===== src/rtl/mxc_pkg.sv =====
package mxc_pkg;
  localparam int CFG_W  = 20;
  localparam int NDIR   = 4;
  localparam int SRC_W  = 3;
  localparam int NSRC   = 1 << SRC_W;
  // field positions (routes are decoded by the switch block)
  localparam int LSEL_LO = 17;
  localparam int RSEL_LO = 14;
  localparam int REGEN_B = 13;
  localparam int PRESET_B = 12;
  localparam int ROUTE_HI = 11;  // north route at [11:10], then E, S, W
  localparam int CTRL_LO = 2;

  function automatic logic maj3(input logic [2:0] v);
    return (v[0] & v[1]) | (v[0] & v[2]) | (v[1] & v[2]);
  endfunction
endpackage


===== src/rtl/mxc_src_sel.sv =====
module mxc_src_sel #(
  parameter int SEL_W = 3,
  localparam int N = 1 << SEL_W
) (
  input  logic [N-1:0]     srcs_i,
  input  logic [SEL_W-1:0] sel_i,
  output logic             y_o
);
  assign y_o = srcs_i[sel_i];
endmodule


===== src/rtl/mxc_func.sv =====
module mxc_func
  import mxc_pkg::*;
(
  input  logic [CFG_W-1:0] cfg_i,
  input  logic [NDIR-1:0]  din_i,
  input  logic [NDIR-1:0]  bus_i,
  input  logic             fb_i,
  input  logic             flip_i,
  output logic             f_o,
  output logic             nout_o
);
  logic [NSRC-1:0] srcs;
  logic            left, right, ctrl;

  assign srcs = {bus_i[0], fb_i, 1'b1, din_i[3], din_i[2], din_i[1], din_i[0], 1'b0};
  assign ctrl = bus_i[cfg_i[CTRL_LO+1:CTRL_LO]];

  mxc_src_sel #(.SEL_W(SRC_W)) u_left (
    .srcs_i(srcs), .sel_i(cfg_i[LSEL_LO+SRC_W-1:LSEL_LO]), .y_o(left)
  );
  mxc_src_sel #(.SEL_W(SRC_W)) u_right (
    .srcs_i(srcs), .sel_i(cfg_i[RSEL_LO+SRC_W-1:RSEL_LO]), .y_o(right)
  );

  assign f_o    = (ctrl ? right : left) ^ flip_i;
  assign nout_o = cfg_i[REGEN_B] ? fb_i : f_o;
endmodule


===== src/rtl/mxc_ff_triad.sv =====
module mxc_ff_triad
  import mxc_pkg::*;
(
  input  logic       clk_i,
  input  logic       rst_ni,
  input  logic       init_i,
  input  logic       preset_i,
  input  logic       d_a_i,
  input  logic       d_b_i,
  input  logic       flip3_i,
  output logic [2:0] q_o,
  output logic       vote_o
);
  logic agree;
  assign agree = (d_a_i == d_b_i);

  always_ff @(posedge clk_i or negedge rst_ni) begin
    if (!rst_ni) begin
      q_o <= '0;
    end else if (init_i) begin
      q_o <= {3{preset_i}};
    end else begin
      q_o[0] <= d_a_i;
      q_o[1] <= d_b_i;
      if (agree) q_o[2] <= d_a_i ^ flip3_i;
    end
  end

  assign vote_o = maj3(q_o);
endmodule


===== src/rtl/mxc_switch.sv =====
module mxc_switch
  import mxc_pkg::*;
(
  input  logic [CFG_W-1:0] cfg_i,
  input  logic             nout_i,
  input  logic [NDIR-1:0]  bus_i,
  output logic [NDIR-1:0]  bus_o
);
  for (genvar d = 0; d < NDIR; d++) begin : g_dir
    logic [1:0] route, idx;
    assign route = cfg_i[ROUTE_HI-2*d -: 2];
    assign idx   = 2'(d) + route;
    assign bus_o[d] = (route == 2'd0) ? nout_i : bus_i[idx];
  end
endmodule


===== src/rtl/mxc_cell.sv =====
module mxc_cell
  import mxc_pkg::*;
(
  input  logic             clk_i,
  input  logic             rst_ni,
  input  logic             init_i,
  input  logic [CFG_W-1:0] cfg_i,
  input  logic [NDIR-1:0]  din_i,
  input  logic [NDIR-1:0]  bus_i,
  input  logic [1:0]       inj_i,
  output logic             nout_o,
  output logic [NDIR-1:0]  bus_o,
  output logic             state_o,
  output logic             fault_o
);
  logic [1:0] f, nout;
  logic [2:0] q;
  logic       fault_q, mismatch;

  for (genvar c = 0; c < 2; c++) begin : g_copy
    mxc_func u_func (
      .cfg_i(cfg_i), .din_i(din_i), .bus_i(bus_i),
      .fb_i(q[c]), .flip_i((c == 1) ? inj_i[0] : 1'b0),
      .f_o(f[c]), .nout_o(nout[c])
    );
  end

  mxc_ff_triad u_ff (
    .clk_i(clk_i), .rst_ni(rst_ni), .init_i(init_i),
    .preset_i(cfg_i[PRESET_B]), .d_a_i(f[0]), .d_b_i(f[1]),
    .flip3_i(inj_i[1]), .q_o(q), .vote_o(state_o)
  );

  mxc_switch u_sw (
    .cfg_i(cfg_i), .nout_i(nout[0]), .bus_i(bus_i), .bus_o(bus_o)
  );

  assign mismatch = (nout[0] != nout[1]) || (f[0] != f[1]);

  always_ff @(posedge clk_i or negedge rst_ni) begin
    if (!rst_ni)       fault_q <= 1'b0;
    else if (init_i)   fault_q <= 1'b0;
    else if (mismatch) fault_q <= 1'b1;
  end

  assign nout_o  = nout[0];
  assign fault_o = fault_q;
endmodule


===== config.mk =====
export PLATFORM = sky130hd
export DESIGN_NAME = mxc_cell
export DESIGN_NICKNAME = d
export VERILOG_FILES = /design/src/rtl/mxc_pkg.sv /design/src/rtl/mxc_src_sel.sv /design/src/rtl/mxc_func.sv /design/src/rtl/mxc_ff_triad.sv /design/src/rtl/mxc_switch.sv /design/src/rtl/mxc_cell.sv
export SDC_FILE = /design/constraint.sdc
export NUM_CORES = 1
export LEC_CHECK = 0
export ABC_AREA = 1
export BUFFER_PORTS_ARGS = -buffer_cell sky130_fd_sc_hd__buf_2
export CAP_MARGIN = 20
export CORE_UTILIZATION = 47
export CTS_CLUSTER_DIAMETER = 150
export DETAILED_ROUTE_END_ITERATION = 7
export PLACE_DENSITY = 0.84
export SLEW_MARGIN = 25
export SYNTH_ARGS = -nofsm -noshare
export SYNTH_HDL_FRONTEND = slang
export SYNTH_SLANG_ARGS = --single-unit

===== constraint.sdc =====
create_clock -name clk_i -period 2.55 [get_ports clk_i]
set_clock_uncertainty 0.2 [all_clocks]
set_input_delay 0.255 -clock clk_i [delete_from_list [all_inputs] [get_ports clk_i]]
set_output_delay 0.255 -clock clk_i [all_outputs]
set_load 0.05 [all_outputs]

==> results of run 1 <==
[worst reg2reg max path, cell delays in order, from the launching register on]
cell	delay (ns)
dfrtp_1	0.40
inv_1	0.09
o21ai_0	0.08
nand2_1	0.07
nand2_1	0.05
nand2_1	0.09
nand2_2	0.06
nand2_2	0.08
nand2_1	0.06
o21ai_2	0.13
inv_2	0.06
nand2_1	0.07
nand3_1	0.07
nand2_1	0.07
inv_1	0.04
[registers in the layout, summed over array words and instances, names as in the netlist]
signal    cells
fault_o       1
u_ff.q_o      3
[layout make-up]
| cell class | instances | area share |
|---|---|---|
| multi-input combinational | 109 | 0.551 |
| tap | 15 | 0.0196 |
| timing repair buffer | 38 | 0.204 |
| inverter | 25 | 0.0979 |
| sequential | 4 | 0.104 |
| clock buffer | 3 | 0.0235 |
[metrics by stage]
step	cells	hold WS (ns)	setup slack (ns)	instance area, µm²
2_1_floorplan	138	-0.241	0.339	722
3_3_place_gp	190	-0.142	0.620	926
3_5_place_dp	190	-0.132	0.577	926
4_1_cts	194	0.0835	0.313	958
5_1_grt	194	0.127	0.195	958
6_report	194	0.102	0.317	958
[per-layer routing]
layer  track usage  vias to the layer above
met2         0.484                       29
met5             0                        -
met1         0.274                      428
met4         0.137                        0
met3        0.0163                        2
li1              -                      524
[how the worst max path moves through the flow]
stage | start | endpoint | slack (ns) | cells past startpoint
after floorplan | u_ff.q_o[0]$_DFF_PN0_ | bus_o[0] | 0.34 | 10
after global placement | u_ff.q_o[0]$_DFF_PN0_ | bus_o[1] | 0.62 | 11
after detailed placement | u_ff.q_o[0]$_DFF_PN0_ | bus_o[3] | 0.58 | 11
after CTS | u_ff.q_o[0]$_DFF_PN0_ | bus_o[1] | 0.31 | 11
after global routing | u_ff.q_o[0]$_DFF_PN0_ | bus_o[3] | 0.19 | 11
final | u_ff.q_o[0]$_DFF_PN0_ | bus_o[3] | 0.32 | 11
[cell usage in the layout (no fill, tap or decap)]
master,instances
a221oi_1,2
o21ai_0,4
maj3_1,1
nand3_2,3
o21ai_2,1
a21oi_1,9
clkbuf_4,3
nand2_2,7
o211ai_1,2
inv_2,6
o21ai_1,2
inv_1,19
nand3_1,14
buf_2,37
nor2_1,10
nand2_1,52
dfrtp_1,4
ha_1,2
dlygate4sd3_1,1
[report_power, final]
group	leakage [nW]	internal, mW	switching (mW)
logic	0.552	0.0782	0.163
clock network	0.0138	0.0528	0.0277
registers	0.0478	0.0733	0.00811
total	0.614	0.204	0.198
[cell usage after synthesis]
cell / instances / area [µm²]
dfrtp_1: 4 / 100
ha_1: 2 / 25.0
nor2_1: 10 / 37.5
nand3_2: 3 / 30.0
o21ai_2: 1 / 8.76
a221oi_1: 2 / 17.5
nand2_1: 52 / 195
a21oi_1: 9 / 45.0
inv_2: 6 / 22.5
maj3_1: 1 / 10.0
inv_1: 19 / 71.3
o21ai_1: 2 / 10.0
o21ai_0: 4 / 20.0
nand2_2: 7 / 43.8
o211ai_1: 2 / 15.0
nand3_1: 14 / 70.1
[cells by family (layout without fill, tap and decap cells)]
logic type      Yosys count  count (layout)  synth area share
flops                     4               4             0.139
fa+ha+maj                 3               3            0.0485
compound gates           20              20             0.161
simple gates             86              86             0.522
buf+inv                  25              66             0.130
==> results by group, run 1 <==
Outcome
  • Status: finished, final reports clean

Die
  • Die area: 0.00170 mm²
  • Core Box Area: 0.00137 mm²
  • # IOs: 40
  • Standard-cell row count: 13
  • Vert. Die Dim: 41.2 µm
  • Die width: 41.2 µm
  • Initial core utilization: 0.528

Worst hold path
  • Hold_sp: cfg_i[12]
  • Worst Hold Class: in -> reg
  • Worst hold path endpoint: u_ff.q_o[0]$_DFF_PN0_
  • Min-Delay Path Depth: 3

Critical path
  • CP most frequent cell: nand2_1
  • Critical Path, Cell by Cell: inv_1 > o21ai_0 > nand2_1 > nand2_1 > nand2_1 > nand2_2 > nand2_2 > nand2_1 > o21ai_2 > a21oi_1 > buf_2
  • Crit-path slowest cell: dfrtp_1
  • Worst R2R Path Depth: 14
  • Worst Path Buf+Inv: 2
  • R2r endpoint: fault_o$_DFFE_PN0P_
  • Worst Path Arrival: 1.78 ns
  • Worst reg2reg setup slack: 0.82 ns
  • Worst path required time: 2.10 ns
  • R2r startpoint: u_ff.q_o[0]$_DFF_PN0_
  • Worst Path Max Fanout: 6
  • Critical path startpoint category: register
  • Crit end category: output port
  • CP delay by family, top: simple AND/OR/NAND/NOR gates
  • Setup CP Type: reg -> out
  • CP peak stage delay: 0.38 ns

Layout
  • Total Nets Final: 216
  • Multi-input logic area: 528 µm²
  • Layout Utilization: 0.701
  • Number of fillers in the final layout: 133
  • Share of cells above drive strength 1: 0.318
  • Reg area: 100 µm²
  • Ant. Diodes: 0
  • Synth-to-layout area growth: 32.8%

Yosys
  • Post-Syn Instances: 138
  • Yosys Warn Count: 0
  • Mapped Area: 722 µm²
  • Seq/Total Area, Yosys: 0.139
  • FF+latch count, synth: 4
  • Syn Area/Cell: 5.23 µm²
  • Synth cell types: 16
  • Syn Nets: 173

STA
  • F_max: 0.448 GHz
  • Fin. Hold Viols: 0
  • Worst slew pin tran: 0.300 ns
  • Slew Viols, Final: 0
  • RSZ-0062 raised after global routing: no
  • TNS Setup: 0 ns
  • Period utilization: 0.876
  • Relative slew slack: 0.800
  • Final setup fails: 0
  • Tmin final: 2.23 ns

Placement
  • Port buffer count: 37
  • GP Congestion: 0.694
  • Post-DP HPWL: 1670 µm

Clock tree
  • Clock edge transition at the registers on the reported setup and hold paths: 0.04 ns
  • CTS sink cnt: 4
  • CTS Buffer Depth: 2
  • CTS tree: built
  • Skew-Pair Late Insertion Delay: 0.24 ns
  • Cts repair resizes: 0
  • CTS buffer count: 3
  • H-tree Lvls: 1
  • CTS root buffer: clkbuf_4
  • Hold Buf Count CTS: 1
  • Setup Fix Bufs, Post-CTS: 0

Detailed routing
  • First-pass detailed-route iteration total: 5
  • DRC viols: 0
  • WL/cell: 9.80 µm
  • Post-route ant nets: 0
  • Vias per inst: 5.07
  • Via count: 983
  • Highest metal used: met4
  • Routed met2 length: 995 µm
  • Initial drt markers: 26
  • Met1 Wirelength: 806 µm
  • WL final: 1900 µm
  • Wire length on met3: 79 µm

Power
  • Pleak: 0.614 nW
  • Overall Power: 403 µW
  • Peak supply drop: 0.000255 V
  • Cell Pwr Density: 420 mW/mm²

GRT
  • Remaining global-route overflow: 0
  • Initial antenna violation count: 0
  • Number of global-route vias before repair: 838
  • Largest net degree at the start of global routing: 8
  • Global-route wire length before repair: 2880 µm
  • GRT Total Usage: 0.255

Job
  • MaxCap Viol Count: 0
Power figures use the tool's default switching activity.
==> inputs of run 2 (changes only) <==
ABC_AREA = default   (was 1)
CORE_UTILIZATION = 46   (was 47)
PLACE_DENSITY = 0.83   (was 0.84)
==> results by group, run 2 <==
Detailed routing
  • WL/cell: 12.6 µm (+28%)
  • Via count: 700 (-29%)
  • DRC viols: 0 (unchanged)
  • WL final: 1610 µm (-15%)
  • Initial drt markers: 5 (-81%)
  • First-pass detailed-route iteration total: 3 (-2)
  • Vias per inst: 5.47 (+7.9%)
  • Post-route ant nets: 0 (unchanged)

Layout
  • Ant. Diodes: 0 (unchanged)
  • Post-route design area: 0.00102 mm² (+6.4%)
  • Most frequent cells in the layout: buf_2 (32), mux4_2 (9), mux2i_1 (9)
  • Share of cells above drive strength 1: 0.575 (+0.257)
  • Largest reg by FF count: u_ff.q_o
  • Layout Utilization: 0.746 (+0.0449)
  • Final Non-Filler Cells: 128 (-34%)
  • Max reg flops: 3 (unchanged)
  • Synth-to-layout area growth: 44.2%
  • Total Nets Final: 150 (-31%)
  • Most common cell after layout, fill and taps aside: buf_2

STA
  • RSZ-0062 raised after global routing: yes
  • Final setup fails: 0 (unchanged)
  • Relative slew slack: 0.773 (-0.0273)
  • Fin. Hold Viols: 0 (unchanged)
  • Tmin final: 2.54 ns (+0.309 ns)
  • Slew Viols, Final: 0 (unchanged)
  • Period utilization: 0.997 (+0.121)
  • Worst slew pin tran: 0.331 ns (+0.0314 ns)
  • F_max: 0.393 GHz (-12%)

Clock tree
  • H-tree Lvls: 1 (unchanged)
  • CTS buffer count: 3 (unchanged)
  • Skew-Pair Late Insertion Delay: 0.23 ns (about the same)
  • CTS Buffer Depth: 2 (unchanged)
  • CTS tree: built
  • CTS sink cnt: 4 (unchanged)
  • Clock edge transition at the registers on the reported setup and hold paths: 0.04 ns (about the same)
  • CTS root buffer: clkbuf_4

Power
  • Pleak: 0.513 nW (-16%)
  • Clock Power Share: 0.173 (-0.027)
  • Net load switching power: 185 µW (-6.8%)
  • Fraction of power consumed by sequential logic: 0.187 (-0.015)
  • Cell internal pwr: 268 µW (+31%)
  • Comb power frac: 0.641 (+0.043)
  • Peak supply drop: 0.000258 V (+1.3%)
  • Sw frac: 0.408 (-0.0843)
  • Cell Pwr Density: 444 mW/mm² (+5.7%)

GRT
  • GRT Total Usage: 0.195 (-0.0604)
  • Largest net degree at the start of global routing: 11 (+3)
  • Number of global-route vias before repair: 587 (-30%)
  • Initial antenna violation count: 0 (unchanged)
  • Global-route wire length before repair: 2190 µm (-24%)
  • Remaining global-route overflow: 0 (unchanged)

Critical path
  • CP delay by family, top: multiplexers
  • Crit-path slowest cell: mux4_2
  • Worst reg2reg setup slack: 0.25 ns (-0.57 ns)
  • Worst Path Arrival: 2.09 ns (+0.31 ns)
  • CP most frequent cell: mux4_2
  • CP peak stage delay: 0.47 ns (+0.09 ns)
  • Critical Path, Cell by Cell: mux2i_1 > mux4_2 > mux2_4 > o21ai_4 > mux4_2 > buf_6
  • Critical path startpoint category: register
  • Worst Path Max Fanout: 5 (-1)
  • Worst Path Buf+Inv: 1 (-1)
  • Worst path required time: 2.10 ns (about the same)
  • Setup CP Type: reg -> out
  • Crit end category: output port

Yosys
  • Post-synth top cells: mux2i_1 (9), mux4_2 (8), nand2_1 (7)
  • Seq/Total Area, Yosys: 0.142 (+0.00294)
  • Post-synth EDFFs: 0 (unchanged)
  • Area leader, netlist: mux4_2
  • Yosys Warn Count: 0 (unchanged)
  • Async SR Flop Fraction: 1.00 (unchanged)
  • Synth Flop Type: dfrtp_1
  • Top cell type's share of synthesized area: 0.255 (-0.0155)
  • Most common cell in the netlist: mux2i_1
  • Syn Nets: 103 (-40%)
  • FF+latch count, synth: 4 (unchanged)
  • Syn Area/Cell: 10.4 µm² (+99%)
  • Leading cell types by total area after synthesis: mux4_2 (25%), dfrtp_1 (14%), mux2i_1 (13%)
  • Synth cell types: 25 (+9)
  • Post-Syn Instances: 68 (-51%)
  • Mapped Area: 707 µm² (-2.1%)

Placement
  • Cell Area, Placed: 933 µm² (+0.81%)
  • Post-DP HPWL: 1330 µm (-20%)
  • Port buffer count: 37 (unchanged)
  • DP Cell Count: 121 (-36%)
  • GP Congestion: 0.742 (+7.0%)

Die
  • Die area: 0.00170 mm² (about the same)
  • Vert. Die Dim: 41.2 µm (about the same)
  • Initial core utilization: 0.517 (-0.0110)
  • # IOs: 40 (unchanged)
  • Core Box Area: 0.00137 mm² (unchanged)
  • Die width: 41.2 µm (about the same)
  • Standard-cell row count: 13 (unchanged)

Worst hold path
  • Worst Hold Class: in -> reg

Outcome
  • Status: finished, final reports clean

Job
  • MaxCap Viol Count: 0 (unchanged)
-- run 2: cell count changes in the layout (fill, tap and decap cells not counted), moves of 9 or more --
cell	before	now
inv_1	19	5
mux2i_1	0	9
mux4_2	0	9
nand2_1	52	7
nand3_1	14	0
-- run 2: power groups by stage --
stage	sequential [mW]	clock [mW]	combinational (mW)
after floorplan	0.0911	0	0.183
after global placement	0.0842	0	0.256
after detailed placement	0.0847	0	0.262
after CTS	0.0844	0.0806	0.279
after global routing	0.0862	0.0853	0.310
final	0.0844	0.0781	0.290
-- run 2: repair_timing --
action	in CTS	in global routing
pin swaps	1	0
hold buffers	1	0
setup endpoints to repair	4	4
endpoints found under the hold margin	4	0
cloned	0	0
setup buffers	2	1
gates resized for setup	6	5
-- run 2: metrics by stage --
step	TNS, ns	total power [mW]	hold WS (ns)	worst slack [ns]
CTS	0	0.444	0.0107	0.00948
finish	0	0.453	0.0124	0.00799
global placement	0	0.340	-0.142	0.0751
floorplan	-0.186	0.274	-0.241	-0.0866
detailed placement	0	0.347	-0.137	0.0606
global route	-0.140	0.482	0.0160	-0.0741
-- run 2: routing by layer --
metal  track usage  up-vias  part of all wire
met5             0        -                 0
met4        0.0242        0                 0
met3        0.0272        0             0.066
met2         0.375       29              0.49
met1         0.229      321              0.44
li1              -      350                 -
-- run 2: path summary, 6_finish.rpt --
check                                 startpoint                 endpoint  depth (start not counted)
min                                       init_i      fault_o$_DFFE_PN0P_                          2
max in group asynchronous                 rst_ni    u_ff.q_o[1]$_DFF_PN0_                          2
min reg2reg                  fault_o$_DFFE_PN0P_      fault_o$_DFFE_PN0P_                          2
min in group asynchronous                 rst_ni  u_ff.q_o[2]$_DFFE_PN0P_                          2
max reg2reg                u_ff.q_o[1]$_DFF_PN0_  u_ff.q_o[2]$_DFFE_PN0P_                          5
max                        u_ff.q_o[0]$_DFF_PN0_                 bus_o[2]                          6
-- run 2: worst register-to-register path, delay by kind of cell, from the launching register on --
family,cells,cell delay [ns]
multiplexers,3,0.90
flip-flops,1,0.44
AND/OR/NAND/NOR,1,0.51
AO/OA/AOI/OAI,1,0.17
-- run 2: kinds of logic (layout without fill, tap and decap cells) --
logic type	count (synthesis)	count (layout)	synth area share
AND/OR/NAND/NOR	20	20	0.147
AO/OA/AOI/OAI	8	8	0.0708
multiplexers	24	24	0.520
flip-flops	4	4	0.142
XOR/XNOR	1	1	0.0124
buffers and inverters	8	53	0.0584
adder cells (fa/ha/maj)	3	3	0.0496
-- run 2: cell type report --
cell class,instances,area (µm²)
well taps,15,18.8
clock buffers,3,22.5
multi-input cells,56,581
inverters,5,18.8
flip-flops and latches,4,100
repair buffers,45,279
fillers,105,347
==> inputs of run 3 (changes only) <==
CORE_UTILIZATION = 48   (was 46)
PLACE_DENSITY = 0.85   (was 0.83)
SYNTH_HIERARCHICAL = 1   (was default)
==> results by group, run 3 <==
STA
  • Setup WS post-layout: -0.581 ns (-0.589 ns)
  • Fin. Hold Viols: 0 (unchanged)
  • Final setup fails: 6 (+6)
  • RSZ-0062 raised after global routing: yes
  • F_max: 0.319 GHz (-19%)
  • Period utilization: 1.23 (+0.231)
  • Slew Viols, Final: 0 (unchanged)
  • Tmin final: 3.13 ns (+0.589 ns)
  • TNS Setup: -2.79 ns (-2.79 ns)
  • Worst slew pin tran: 0.598 ns (+0.266 ns)
  • Relative slew slack: 0.601 (-0.172)

Yosys
  • Synth cell types: 21 (-16%)
  • Yosys Warn Count: 6 (+6)
  • Most common cell in the netlist: inv_1
  • Post-synth top cells: inv_1 (9), mux4_1 (8), mux2_2 (6)
  • Syn Area/Cell: 11.7 µm² (+13%)
  • Synth Flop Type: dfrtp_1
  • Async SR Flop Fraction: 1.00 (unchanged)
  • Leading cell types by total area after synthesis: mux4_1 (28%), dfrtp_1 (13%), mux4_2 (12%)
  • Post-Syn Instances: 64 (-5.9%)
  • Mapped Area: 752 µm² (+6.4%)
  • Area leader, netlist: mux4_1
  • Post-synth EDFFs: 0 (unchanged)
  • Top cell type's share of synthesized area: 0.280 (+0.0247)
  • FF+latch count, synth: 4 (unchanged)
  • Seq/Total Area, Yosys: 0.133 (-0.00848)

Detailed routing
  • Post-route ant nets: 0 (unchanged)
  • Vias per inst: 6.34 (+16%)
  • First-pass detailed-route iteration total: 5 (+2)
  • WL final: 3190 µm (+98%)
  • Initial drt markers: 30 (+25)
  • WL/cell: 22.2 µm (+76%)
  • DRC viols: 0 (unchanged)
  • Via count: 913 (+30%)

Layout
  • Most common cell after layout, fill and taps aside: buf_2
  • Share of cells above drive strength 1: 0.636 (+0.0604)
  • Largest reg by FF count: u_ff/q_o
  • Total Nets Final: 166 (+11%)
  • Final Non-Filler Cells: 144 (+13%)
  • Reg area: 100 µm² (unchanged)
  • Multi-input logic area: 727 µm² (+25%)
  • Most frequent cells in the layout: buf_2 (32), buf_4 (18), inv_1 (9), conb_1 (9)
  • Synth-to-layout area growth: 72.0%
  • Number of fillers in the final layout: 42 (-60%)
  • Max reg flops: 3 (unchanged)
  • Ant. Diodes: 0 (unchanged)

Worst hold path
  • Worst hold path endpoint: u_ff/q_o[2]$_DFFE_PN0P_
  • Worst Hold Class: in -> reg
  • Min-Delay Path Depth: 2 (unchanged)
  • Hold_sp: init_i

Critical path
  • CP peak stage delay: 0.51 ns (+0.04 ns)
  • Worst Path Buf+Inv: 1 (unchanged)
  • Worst path required time: 2.10 ns (about the same)
  • Worst Path Max Fanout: 4 (-1)
  • Worst R2R Path Depth: 9 (+4)
  • R2r endpoint: fault_o$_DFFE_PN0P_
  • Critical path startpoint category: register
  • R2r startpoint: u_ff/q_o[0]$_DFF_PN0_
  • Crit end category: output port
  • CP delay by family, top: multiplexers
  • Crit-path slowest cell: mux4_2
  • Worst Path Arrival: 2.68 ns (+0.59 ns)
  • Critical Path, Cell by Cell: mux4_2 > mux2_4 > mux2i_4 > xnor2_2 > mux2_4 > mux4_2 > buf_8
  • Setup CP Type: reg -> out
  • Worst reg2reg setup slack: -0.13 ns (-0.38 ns)

Die
  • Die area: 0.00173 mm² (+1.9%)
  • Initial core utilization: 0.544 (+0.0265)
  • Core Box Area: 0.00138 mm² (+1.2%)
  • Vert. Die Dim: 41.6 µm (+0.92%)
  • # IOs: 40 (unchanged)
  • Standard-cell row count: 13 (unchanged)
  • Die width: 41.6 µm (+0.92%)

Job
  • MaxCap Viol Count: 0 (unchanged)

Power
  • Cell Pwr Density: 488 mW/mm² (+9.9%)
  • Net load switching power: 281 µW (+52%)
  • Overall Power: 631 µW (+39%)
  • Comb power frac: 0.721 (+0.080)
  • Pleak: 0.635 nW (+24%)
  • Fraction of power consumed by sequential logic: 0.136 (-0.051)
  • Cell internal pwr: 350 µW (+31%)
  • Sw frac: 0.446 (+0.0375)
  • Clock Power Share: 0.142 (-0.031)
  • Peak supply drop: 0.000345 V (+33%)

GRT
  • Number of global-route vias before repair: 953 (+62%)
  • GRT Total Usage: 0.362 (+0.167)
  • Largest net degree at the start of global routing: 6 (-5)
  • Remaining global-route overflow: 0 (unchanged)
  • Initial antenna violation count: 0 (unchanged)
  • Global-route wire length before repair: 4530 µm (+110%)

Clock tree
  • CTS buffer count: 3 (unchanged)
  • CTS tree: built
  • CTS root buffer: clkbuf_4
  • H-tree Lvls: 1 (unchanged)
  • Skew-Pair Late Insertion Delay: 0.25 ns (+0.02 ns)
  • Clock edge transition at the registers on the reported setup and hold paths: 0.04 ns (about the same)
  • CTS sink cnt: 4 (unchanged)
  • CTS Buffer Depth: 2 (unchanged)

Placement
  • GP Congestion: 0.728 (-1.9%)
  • Port buffer count: 37 (unchanged)
  • Post-DP HPWL: 1790 µm (+35%)
  • DP Cell Count: 136 (+12%)

Outcome
  • Failing checks: setup timing
  • Status: finished with violations
## run 3: changes by cell type after synthesis, moves of 2 or more
cell,previous run,this run
conb_1,0,5
mux4_2,8,4
nor2b_1,6,2
mux4_1,1,8
a311oi_1,0,2
xnor2_1,0,5
mux2i_1,9,4
inv_1,5,9
nand2_1,7,1
nand2b_1,2,0
## run 3: worst max path at each step
| stage | startpoint | to | depth (start not counted) |
|---|---|---|---|
| 5_1_grt | u_ff/q_o[0]$_DFF_PN0_ | bus_o[2] | 7 |
| 4_1_cts | u_ff/q_o[0]$_DFF_PN0_ | bus_o[2] | 7 |
| 2_1_floorplan | u_ff/q_o[1]$_DFF_PN0_ | fault_o$_DFFE_PN0P_ | 7 |
| 3_3_place_gp | cfg_i[14] | bus_o[2] | 8 |
| 3_5_place_dp | cfg_i[14] | bus_o[0] | 8 |
| 6_report | u_ff/q_o[0]$_DFF_PN0_ | bus_o[2] | 7 |
## run 3: area by class of cell
type,instances,share of cell area
multi-input cells,55,0.562
repair buffers,58,0.303
flip-flops and latches,4,0.0774
inverters,9,0.0261
clock buffers,3,0.0174
well taps,15,0.0145
## run 3: worst register-to-register path, delay by kind of cell, from the launching register on
family	cells	cell delay [ns]
compound gates	1	0.24
buf+inv	2	0.25
xor+xnor	2	0.21
flops	1	0.41
mux	4	1.26
## run 3: repair_timing
| action | CTS | global route |
|---|---|---|
| buffers inserted | 2 | 3 |
| hold buffers | 1 | 0 |
| pin swaps | 3 | 2 |
| setup endpoints to repair | 5 | 6 |
| gates resized for setup | 22 | 5 |
| cloned | 0 | 0 |
| hold endpoints to repair | 4 | 0 |
## run 3: power by group through the flow
stage | clock network (mW) | registers (mW) | logic [mW]
floorplan | 0 | 0.0936 | 0.225
global placement | 0 | 0.0836 | 0.340
detailed placement | 0 | 0.0847 | 0.349
CTS | 0.0871 | 0.0838 | 0.406
global route | 0.0948 | 0.0860 | 0.471
finish | 0.0899 | 0.0859 | 0.455
## run 3: through the flow
step / cell area, µm² / util / worst slack [ns] / hold slack, ns
final: 1290 / 0.936 / -0.581 / 0.0804
after global routing: 1290 / 0.936 / -0.601 / 0.0873
after CTS: 1250 / 0.908 / -0.481 / 0.0423
after detailed placement: 1140 / 0.825 / -0.389 / -0.138
after global placement: 1140 / 0.825 / -0.364 / -0.140
after floorplan: 817 / - / 0.277 / -0.241
## run 3: logic make-up after synthesis
kind of cell,synth area share
buffers and inverters,0.0449
adder cells (fa/ha/maj),0.0466
flip-flops,0.133
multiplexers,0.542
AO/OA/AOI/OAI,0.0915
AND/OR/NAND/NOR,0.0582
XOR/XNOR,0.0582
other,0.0250
## run 3: per-layer routing
metal / global-route usage / routed length (µm) / vias to the layer above
met2: 0.672 / 1630 / 87
met1: 0.398 / 1100 / 429
met5: 0 / 0 / -
li1: - / - / 377
met3: 0.0609 / 291 / 20
met4: 0.155 / 162 / 0
